$ cat config.mk
export PLATFORM = sky130hd
export DESIGN_NAME = pmt_timer
export DESIGN_NICKNAME = d
export VERILOG_FILES = /design/src/rtl/pmt_pkg.sv /design/src/rtl/pmt_mode_fsm.sv /design/src/rtl/pmt_count_core.sv /design/src/rtl/pmt_reg_read.sv /design/src/rtl/pmt_timer.sv
export SDC_FILE = /design/constraint.sdc
export NUM_CORES = 1
export LEC_CHECK = 0
export ABC_AREA = 1
export BUFFER_PORTS_ARGS = -buffer_cell sky130_fd_sc_hd__buf_2
export CORE_UTILIZATION = 45
export DETAILED_ROUTE_END_ITERATION = 8
export PLACE_DENSITY = 0.8
export SLEW_MARGIN = 20
export SYNTH_ARGS = -nofsm -noshare
export SYNTH_HDL_FRONTEND = slang
export SYNTH_SLANG_ARGS = --single-unit
$ cat constraint.sdc
create_clock -name clk -period 1.5 [get_ports clk]
set_input_delay 0.075 -clock clk [delete_from_list [all_inputs] [get_ports clk]]
set_output_delay 0.075 -clock clk [all_outputs]
set_load 0.02 [all_outputs]
$ cat src/rtl/pmt_pkg.sv
package pmt_pkg;

    // Configuration bit positions decoded by the mode state machine
    localparam int FREEZE_BIT = 6;
    localparam int WIDE_BIT   = 11;
    localparam int CLEAR_BIT  = 14;

    typedef enum logic [1:0] {
        CNT_RUN  = 2'd0,
        CNT_HOLD = 2'd1,
        CNT_ZERO = 2'd2
    } cnt_state_e;

endpackage

$ cat src/rtl/pmt_mode_fsm.sv
module pmt_mode_fsm
    import pmt_pkg::*;
(
    input  logic       clk,
    input  logic       rst_n,
    input  logic       cfg_we,
    input  logic       freeze_in,
    input  logic       wide_in,
    input  logic       clear_in,
    output cnt_state_e state,
    output logic       wide_mode,
    output logic       freeze_bit,
    output logic       clear_bit
);

    cnt_state_e state_q, state_d;
    logic       wide_q, freeze_q, clear_q;

    // next-state decode: clear dominates freeze
    always_comb begin
        state_d = state_q;
        if (cfg_we) begin
            unique case ({clear_in, freeze_in})
                2'b10, 2'b11: state_d = CNT_ZERO;
                2'b01:        state_d = CNT_HOLD;
                default:      state_d = CNT_RUN;
            endcase
        end
    end

    // state register
    always_ff @(posedge clk or negedge rst_n) begin
        if (!rst_n) begin
            state_q  <= CNT_RUN;
            wide_q   <= 1'b0;
            freeze_q <= 1'b0;
            clear_q  <= 1'b0;
        end else begin
            state_q <= state_d;
            if (cfg_we) begin
                wide_q   <= wide_in;
                freeze_q <= freeze_in;
                clear_q  <= clear_in;
            end
        end
    end

    // outputs
    always_comb begin
        state      = state_q;
        wide_mode  = wide_q;
        freeze_bit = freeze_q;
        clear_bit  = clear_q;
    end

endmodule

$ cat src/rtl/pmt_count_core.sv
module pmt_count_core
    import pmt_pkg::*;
#(
    parameter int NARROW_W = 24,
    parameter int WIDE_W   = 32
) (
    input  logic              clk,
    input  logic              rst_n,
    input  logic              tick_en,
    input  cnt_state_e        state,
    input  logic              wide_mode,
    output logic [WIDE_W-1:0] count
);

    logic [WIDE_W-1:0]   cnt_q, cnt_next;
    logic [NARROW_W-1:0] lo_inc;

    always_comb begin
        lo_inc = cnt_q[NARROW_W-1:0] + 1'b1;
        if (wide_mode) cnt_next = cnt_q + 1'b1;
        else           cnt_next = WIDE_W'(lo_inc);
    end

    always_ff @(posedge clk or negedge rst_n) begin
        if (!rst_n) begin
            cnt_q <= '0;
        end else begin
            unique case (state)
                CNT_ZERO: cnt_q <= '0;
                CNT_HOLD: cnt_q <= cnt_q;
                CNT_RUN:  if (tick_en) cnt_q <= cnt_next;
                default:  cnt_q <= cnt_q;
            endcase
        end
    end

    assign count = cnt_q;

endmodule

$ cat src/rtl/pmt_reg_read.sv
module pmt_reg_read
    import pmt_pkg::*;
#(
    parameter int          NARROW_W = 24,
    parameter int          WIDE_W   = 32,
    parameter int          DATA_W   = 32,
    parameter int          ADDR_W   = 8,
    parameter logic [7:0]  TMR_ADDR = 8'h08,
    parameter logic [7:0]  CFG_ADDR = 8'h40
) (
    input  logic [ADDR_W-1:0] reg_sel,
    input  logic [WIDE_W-1:0] count,
    input  logic              wide_mode,
    input  logic              freeze_bit,
    input  logic              clear_bit,
    output logic [DATA_W-1:0] rd_data
);

    localparam logic [ADDR_W-1:0] TMR_SEL = ADDR_W'(TMR_ADDR);
    localparam logic [ADDR_W-1:0] CFG_SEL = ADDR_W'(CFG_ADDR);

    always_comb begin
        rd_data = '0;
        if (reg_sel == TMR_SEL) begin
            if (wide_mode) rd_data = DATA_W'(count);
            else           rd_data = DATA_W'(count[NARROW_W-1:0]);
        end else if (reg_sel == CFG_SEL) begin
            rd_data[FREEZE_BIT] = freeze_bit;
            rd_data[WIDE_BIT]   = wide_mode;
            rd_data[CLEAR_BIT]  = clear_bit;
        end
    end

endmodule

$ cat src/rtl/pmt_timer.sv
module pmt_timer
    import pmt_pkg::*;
#(
    parameter int         NARROW_W = 24,
    parameter int         WIDE_W   = 32,
    parameter int         DATA_W   = 32,
    parameter int         ADDR_W   = 8,
    parameter logic [7:0] TMR_ADDR = 8'h08,
    parameter logic [7:0] CFG_ADDR = 8'h40
) (
    input  logic              clk,
    input  logic              rst_n,
    input  logic              tick_en,
    input  logic [ADDR_W-1:0] reg_sel,
    input  logic              wr_en,
    input  logic [DATA_W-1:0] wr_data,
    output logic [DATA_W-1:0] rd_data
);

    localparam logic [ADDR_W-1:0] CFG_SEL = ADDR_W'(CFG_ADDR);

    cnt_state_e        state_q;
    logic              wide_q, freeze_q, clear_q, cfg_we;
    logic [WIDE_W-1:0] cnt_q;

    assign cfg_we = wr_en && (reg_sel == CFG_SEL);

    pmt_mode_fsm u_fsm (
        .clk        (clk),
        .rst_n      (rst_n),
        .cfg_we     (cfg_we),
        .freeze_in  (wr_data[FREEZE_BIT]),
        .wide_in    (wr_data[WIDE_BIT]),
        .clear_in   (wr_data[CLEAR_BIT]),
        .state      (state_q),
        .wide_mode  (wide_q),
        .freeze_bit (freeze_q),
        .clear_bit  (clear_q)
    );

    pmt_count_core #(.NARROW_W(NARROW_W), .WIDE_W(WIDE_W)) u_core (
        .clk       (clk),
        .rst_n     (rst_n),
        .tick_en   (tick_en),
        .state     (state_q),
        .wide_mode (wide_q),
        .count     (cnt_q)
    );

    pmt_reg_read #(
        .NARROW_W(NARROW_W), .WIDE_W(WIDE_W), .DATA_W(DATA_W),
        .ADDR_W(ADDR_W), .TMR_ADDR(TMR_ADDR), .CFG_ADDR(CFG_ADDR)
    ) u_read (
        .reg_sel    (reg_sel),
        .count      (cnt_q),
        .wide_mode  (wide_q),
        .freeze_bit (freeze_q),
        .clear_bit  (clear_q),
        .rd_data    (rd_data)
    );

endmodule

* Word-level counts from Yosys, hierarchy flattened
Cells that the tools add are included.
** Cells by class
- Equality and inequality tests :: 7
- Reductions and logical operators :: 5
- Muxes and demuxes :: 15
- Add/subtract/negate cells :: 2
** Operators by type and width (number)
- $mux W32 :: 3
- $pmux W32 S2 :: 1
- $add A32 B1 Y32 const B :: 1
- $add A24 B1 Y24 const B :: 1
- $mux W17 :: 1
- $eq A8 B4 Y1 const B :: 1
- $eq A8 B7 Y1 const B :: 1
- $eq A2 B2 Y1 const B :: 3
- $mux W1 :: 6
- $mux W6 :: 1
- $mux W4 :: 1
- $pmux W2 S2 :: 1
- $eq A2 B1 Y1 const B :: 1
- $logic_not A2 Y1 :: 1
- $mux W2 :: 1
- $ne A2 B2 Y1 const B :: 1
- $reduce_and A2 Y1 :: 1
- $reduce_bool A2 Y1 :: 1
- $reduce_or A2 Y1 :: 1
- $logic_and A1 B1 Y1 :: 1
** Word-level totals
- Word-level logic and storage cells :: 34
- Output and inout bits :: 32
- Register bits :: 37

* Depth between registers and ports, before layout
- Word-level depth :: 4
- Depth in mapped cells :: 9
- Gate-level depth less buffers :: 9

* Hierarchy
From an unflattened synthesis, not the netlist that was laid out.
** Second synthesis, totals
- Cells, all modules :: 406
- Area, all modules :: 2748.9 µm²
** Modules (own cells, without submodules)
- pmt_count_core :: cells an instance 289, times used 1, area an instance 1966.9 µm²
- pmt_reg_read :: cells an instance 88, times used 1, area an instance 560.5 µm²
- pmt_mode_fsm :: cells an instance 21, times used 1, area an instance 186.4 µm²
- pmt_timer :: cells an instance 8, times used 1, area an instance 35.0 µm²

* Worst setup path before layout
OpenSTA, ideal clock, no wires.
- Path kind :: reg2reg
- Start :: register u_core.cnt_q[0], in the netlist u_core.count[0]
- End :: register u_core.cnt_q[18], in the netlist u_core.count[18]
- Arrival :: 1255 ps
- Period minus slack after synthesis :: 1374 ps
- Setup slack :: 126 ps
- Cell stages (with the launch flop) :: 9
- Setup time :: 119 ps
- Cells stage by stage :: dfrtp_1 -> ha_1 -> nand3_1 -> inv_1 -> nand3_2 -> nor2_1 -> nand3_1 -> nand2_1 -> nor2_1
** On the way
- Longest elaborated chain between the ends :: 4
- Elaborated cells on any way between the ends :: 5
- Classes of those cells :: add/sub (2); mux (3)
** RTL lines
- start: declaration :: RTL line pmt_count_core.sv:15 : logic [WIDE_W-1:0] cnt_q, cnt_next;
- start signal: assignment :: RTL line pmt_count_core.sv:30 : CNT_HOLD: cnt_q <= cnt_q;
- start signal: assignment :: RTL line pmt_count_core.sv:31 : CNT_RUN: if (tick_en) cnt_q <= cnt_next;
- start signal: assignment :: RTL line pmt_count_core.sv:32 : default: cnt_q <= cnt_q;
- $add A32 B1 Y32 / $add A24 B1 Y24 (equally long branches) :: RTL line pmt_count_core.sv:20, pmt_count_core.sv:19
- $mux W32 (*) :: RTL line pmt_count_core.sv:20 : if (wide_mode) cnt_next = cnt_q + 1'b1;
- $mux W32 (*) :: RTL line pmt_count_core.sv:31
- $pmux W32 S2 (*) :: RTL line pmt_count_core.sv:28 : unique case (state)
Mark *: on every way between the ends. The rest lies on a longest branch, timed or not. The select of a mux whose other input is x is not followed.
A chain may end at the register's enable or synchronous reset.

* Worst setup path in the final report
- Start :: register u_core.cnt_q[0], in the netlist u_core.count[0]
- End :: register u_core.cnt_q[28], in the netlist u_core.count[28]
** On the way
- Longest elaborated chain between the ends :: 4
** RTL lines (RTL line)
- $add A32 B1 Y32 :: pmt_count_core.sv:20
- $mux W32 :: pmt_count_core.sv:20
- $mux W32 :: pmt_count_core.sv:31
- $pmux W32 S2 :: pmt_count_core.sv:28
No other way between the ends. The select of a mux whose other input is x is not followed.

==> key figures <==
Run status
  – Status: finished, final reports clean

Drt
  – Routed WL per cell: 12.2 µm
  – Drt first-iter violations: 186
  – Drt total wl: approximately 6600 µm
  – DR vias: roughly 2.7k
  – Via-to-Cell Ratio: around 5
  – Drt drc: 0
  – DRT Pass-1 Iters: 4
  – Final ANT Viol Nets: 0

Hold path
  – Hold EP: u_fsm.wide_mode
  – HP Class: in -> reg
  – Cells on Worst Hold Path: 3
  – Hold path start: wr_data[11]

Cells and area
  – Final instance area: 3180 µm²
  – Register area: 931 µm²
  – Area growth from synthesis to layout: 24.5%
  – Diode count: 0
  – Multi-input logic area: about 1500 µm²
  – Share of layout cells above drive strength 1: 0.235
  – Layout Utilization: 0.581
  – Fillers: 544
  – Final net count: 513

Die
  – # IOs: 76
  – Core area: between 5000 and 6000 µm²
  – Die height: 77.3 µm
  – Site row count: 27
  – Initial Util: 0.466
  – Die Width: 77.3 µm
  – Die area: 5980 µm²

Pwr
  – P_leak: roughly 1.4 nW
  – Comb pwr share: 0.259
  – Int Power: 1.70 mW
  – Register share of total power: 0.473
  – Total design power: 2.57 mW
  – Switch share: 0.338
  – Worst IR drop on VDD: 0.639 mV
  – Power per Cell Area: 809 nW/µm²
  – Clk pwr share: 0.268
  – Sw Pwr: 0.869 mW

Global routing
  – Grt ovf: 0
  – Largest net degree at the start of global routing: 38
  – Global-route wire length before repair: 11300 µm
  – Vias in the first global route: roughly 2.6k
  – Gr usage total: 0.236
  – Initial antenna violation count: 0

Timing
  – Slew margin rel.: 0.673
  – RSZ-0062 raised after global routing: yes
  – Fin. max-slew vios: 0
  – Final setup fails: 0
  – Final Hold Vio Count: 0
  – Tmin final: between 1000 and 1500 ps
  – Clock Skews: roughly 9 ps
  – Setup TNS: 0 ps
  – FMAX: 712 MHz
  – Final period utilization: 0.937
  – Slew @ Worst Pin: 490 ps
  – Worst setup margin: 94.8 ps

Worst setup path
  – Crit path DAT: between 1500 and 2000 ps
  – CP startpoint: u_core.count[0]
  – Crit path launch type: flop
  – Critical Path Fanout Max: 5
  – R2R depth: 8
  – Worst R2R Setup Slack: 90 ps
  – Worst path required time: 1680 ps
  – FF-to-FF Start: u_core.count[0]
  – CP Capture Type: flop
  – Crit Reg-Reg Endpoint: u_core.count[28]
  – Crit Path Class: reg -> reg

Synth
  – Synth unique cells: 25
  – Leading area contributor after synthesis: dfrtp_1
  – Main combinational cell family by area after synthesis: simple AND/OR/NAND/NOR gates
  – Area contributors post-synth: dfrtp_1, nand2_1, nor2_1
  – Adder-cell share of the synthesized area: 0.00490
  – Area fraction of the dominant cell type after synthesis: 0.363
  – Mean post-synth cell area: 6.40 µm²
  – Syn Inst Count: 399
  – #FFs+latches synth: 37
  – Syn Nets: 444
  – Sequential-to-total area share from yosys stat: 0.363
  – Compound-Gate Fraction of Synth Area: 0.0931
  – Synth Cell Area: 2550 µm²
  – Proportion of synthesized area in mux cells: 0
  – Xor/xnor cell area share of the yosys netlist: 0
  – Synth Area in Simple Gates: 0.448
  – Yosys warns: 0

Clock network
  – TritonCTS buffer count: 5
  – H-tree Lvls: 2
  – Clk sinks: 37
  – Clock Pin Slew Worst Setup and Hold Paths: 70 ps
  – Clock Latency Late Sink: 290 ps
  – Clk buf depth: 2
  – Root Buffer: clkbuf_8
  – TritonCTS clock tree: done

Placed design
  – Post-detail-place hpwl: 5110 µm
  – Port bufs: 46
  – Final GP Congestion: 0.921
  – Area after DPL: 2950 µm²
  – Pre-CTS WS: -25.2 ps

Flow run
  – Max-cap viol count: 0
## cells by family (layout without fill, tap and decap cells)
| logic type | after synthesis | count (layout) |
|---|---|---|
| AO/OA/AOI/OAI | 43 | 43 |
| AND/OR/NAND/NOR | 257 | 257 |
| adder cells (fa/ha/maj) | 1 | 1 |
| flip-flops | 37 | 37 |
| buffers and inverters | 61 | 131 |
## state kept, by name, summed over array words and instances (netlist names)
register and flops:
u_core.count 32, u_fsm.clear_bit 1, u_fsm.wide_mode 1, u_fsm.state 2, u_fsm.freeze_bit 1
## area by class of cell
cell class | instances | share of cell area
Sequential cell | 37 | 0.293
Tap cell | 72 | 0.0283
Inverter | 57 | 0.0681
Clock buffer | 8 | 0.0252
Timing Repair Buffer | 66 | 0.120
Multi-Input combinational cell | 301 | 0.465
## placed cells by master, fill, tap and decap left out, types with 2 or more instances in the layout
master / n
nand2_1: 103
nor2_1: 84
inv_1: 54
buf_2: 46
dfrtp_1: 33
nand3_1: 29
buf_4: 19
o21ai_0: 18
a21oi_1: 16
nor2_4: 11
nor2_2: 11
nor3_1: 5
nand4_1: 5
o21ai_1: 5
clkbuf_8: 5
dfrtp_2: 4
clkbuf_1: 3
nor4_4: 2
nand3_4: 2
inv_2: 2
nand3_2: 2
## how the worst max path moves through the flow
stage,to,slack [ps]
6_report,u_core.count[28],90
5_1_grt,u_core.count[20],-20
4_1_cts,rd_data[29],6
3_5_place_dp,u_core.count[18],-30
3_3_place_gp,u_core.count[18],20
2_1_floorplan,u_core.count[18],130
## worst max-delay path, stage by stage (launching register included)
cell and delay (ps):
dfrtp_1 360, ha_2 200, nand3_2 120, inv_4 110
nand2_1 100, nor2_2 160, nand3_1 90, nand2_1 90
a21oi_1 60
## per-layer routing
layer | wire, µm | vias up | global-route usage
met5 | 0 | - | 0
met4 | 91 | 0 | 0.0717
met3 | 296 | 9 | 0.0286
met2 | 3180 | 74 | 0.401
met1 | 3020 | 1216 | 0.311
li1 | - | 1394 | -
## stage by stage
stage	hold slack, ps	cells
2_1_floorplan	-221	399
3_3_place_gp	146	526
3_5_place_dp	156	526
4_1_cts	37.1	535
5_1_grt	87.3	541
6_report	41.6	541
## what timing repair did
action,in CTS,in global routing
pin swaps,0,6
endpoints found under the hold margin,37,0
gates resized for setup,2,28
setup endpoints to repair,2,31
buffers inserted,0,6
hold buffers,1,0
## Yosys cell counts
master / instances
a22oi_1: 1
a21oi_1: 16
o211ai_1: 1
nand3_1: 30
o21ai_2: 1
nand3_2: 3
nor2_1: 94
or2_2: 1
o21bai_4: 1
inv_2: 1
o21ai_1: 3
buf_2: 1
inv_1: 56
nor2_4: 6
buf_4: 1
nand2_1: 103
nor3b_1: 1
nor2_2: 6
o21ai_0: 20
nor3_1: 6
clkbuf_1: 2
nand4_1: 5
dfrtp_1: 37
ha_1: 1
nor4_4: 2
## power by group through the flow
stage	Sequential [mW]	Clock [mW]	Combinational, mW
after global placement	1.23	0	0.520
final	1.22	0.690	0.665
after detailed placement	1.24	0	0.540
after global routing	1.23	0.730	0.748
after CTS	1.22	0.699	0.546
after floorplan	1.21	0	0.335
Power figures use the tool's default switching activity.
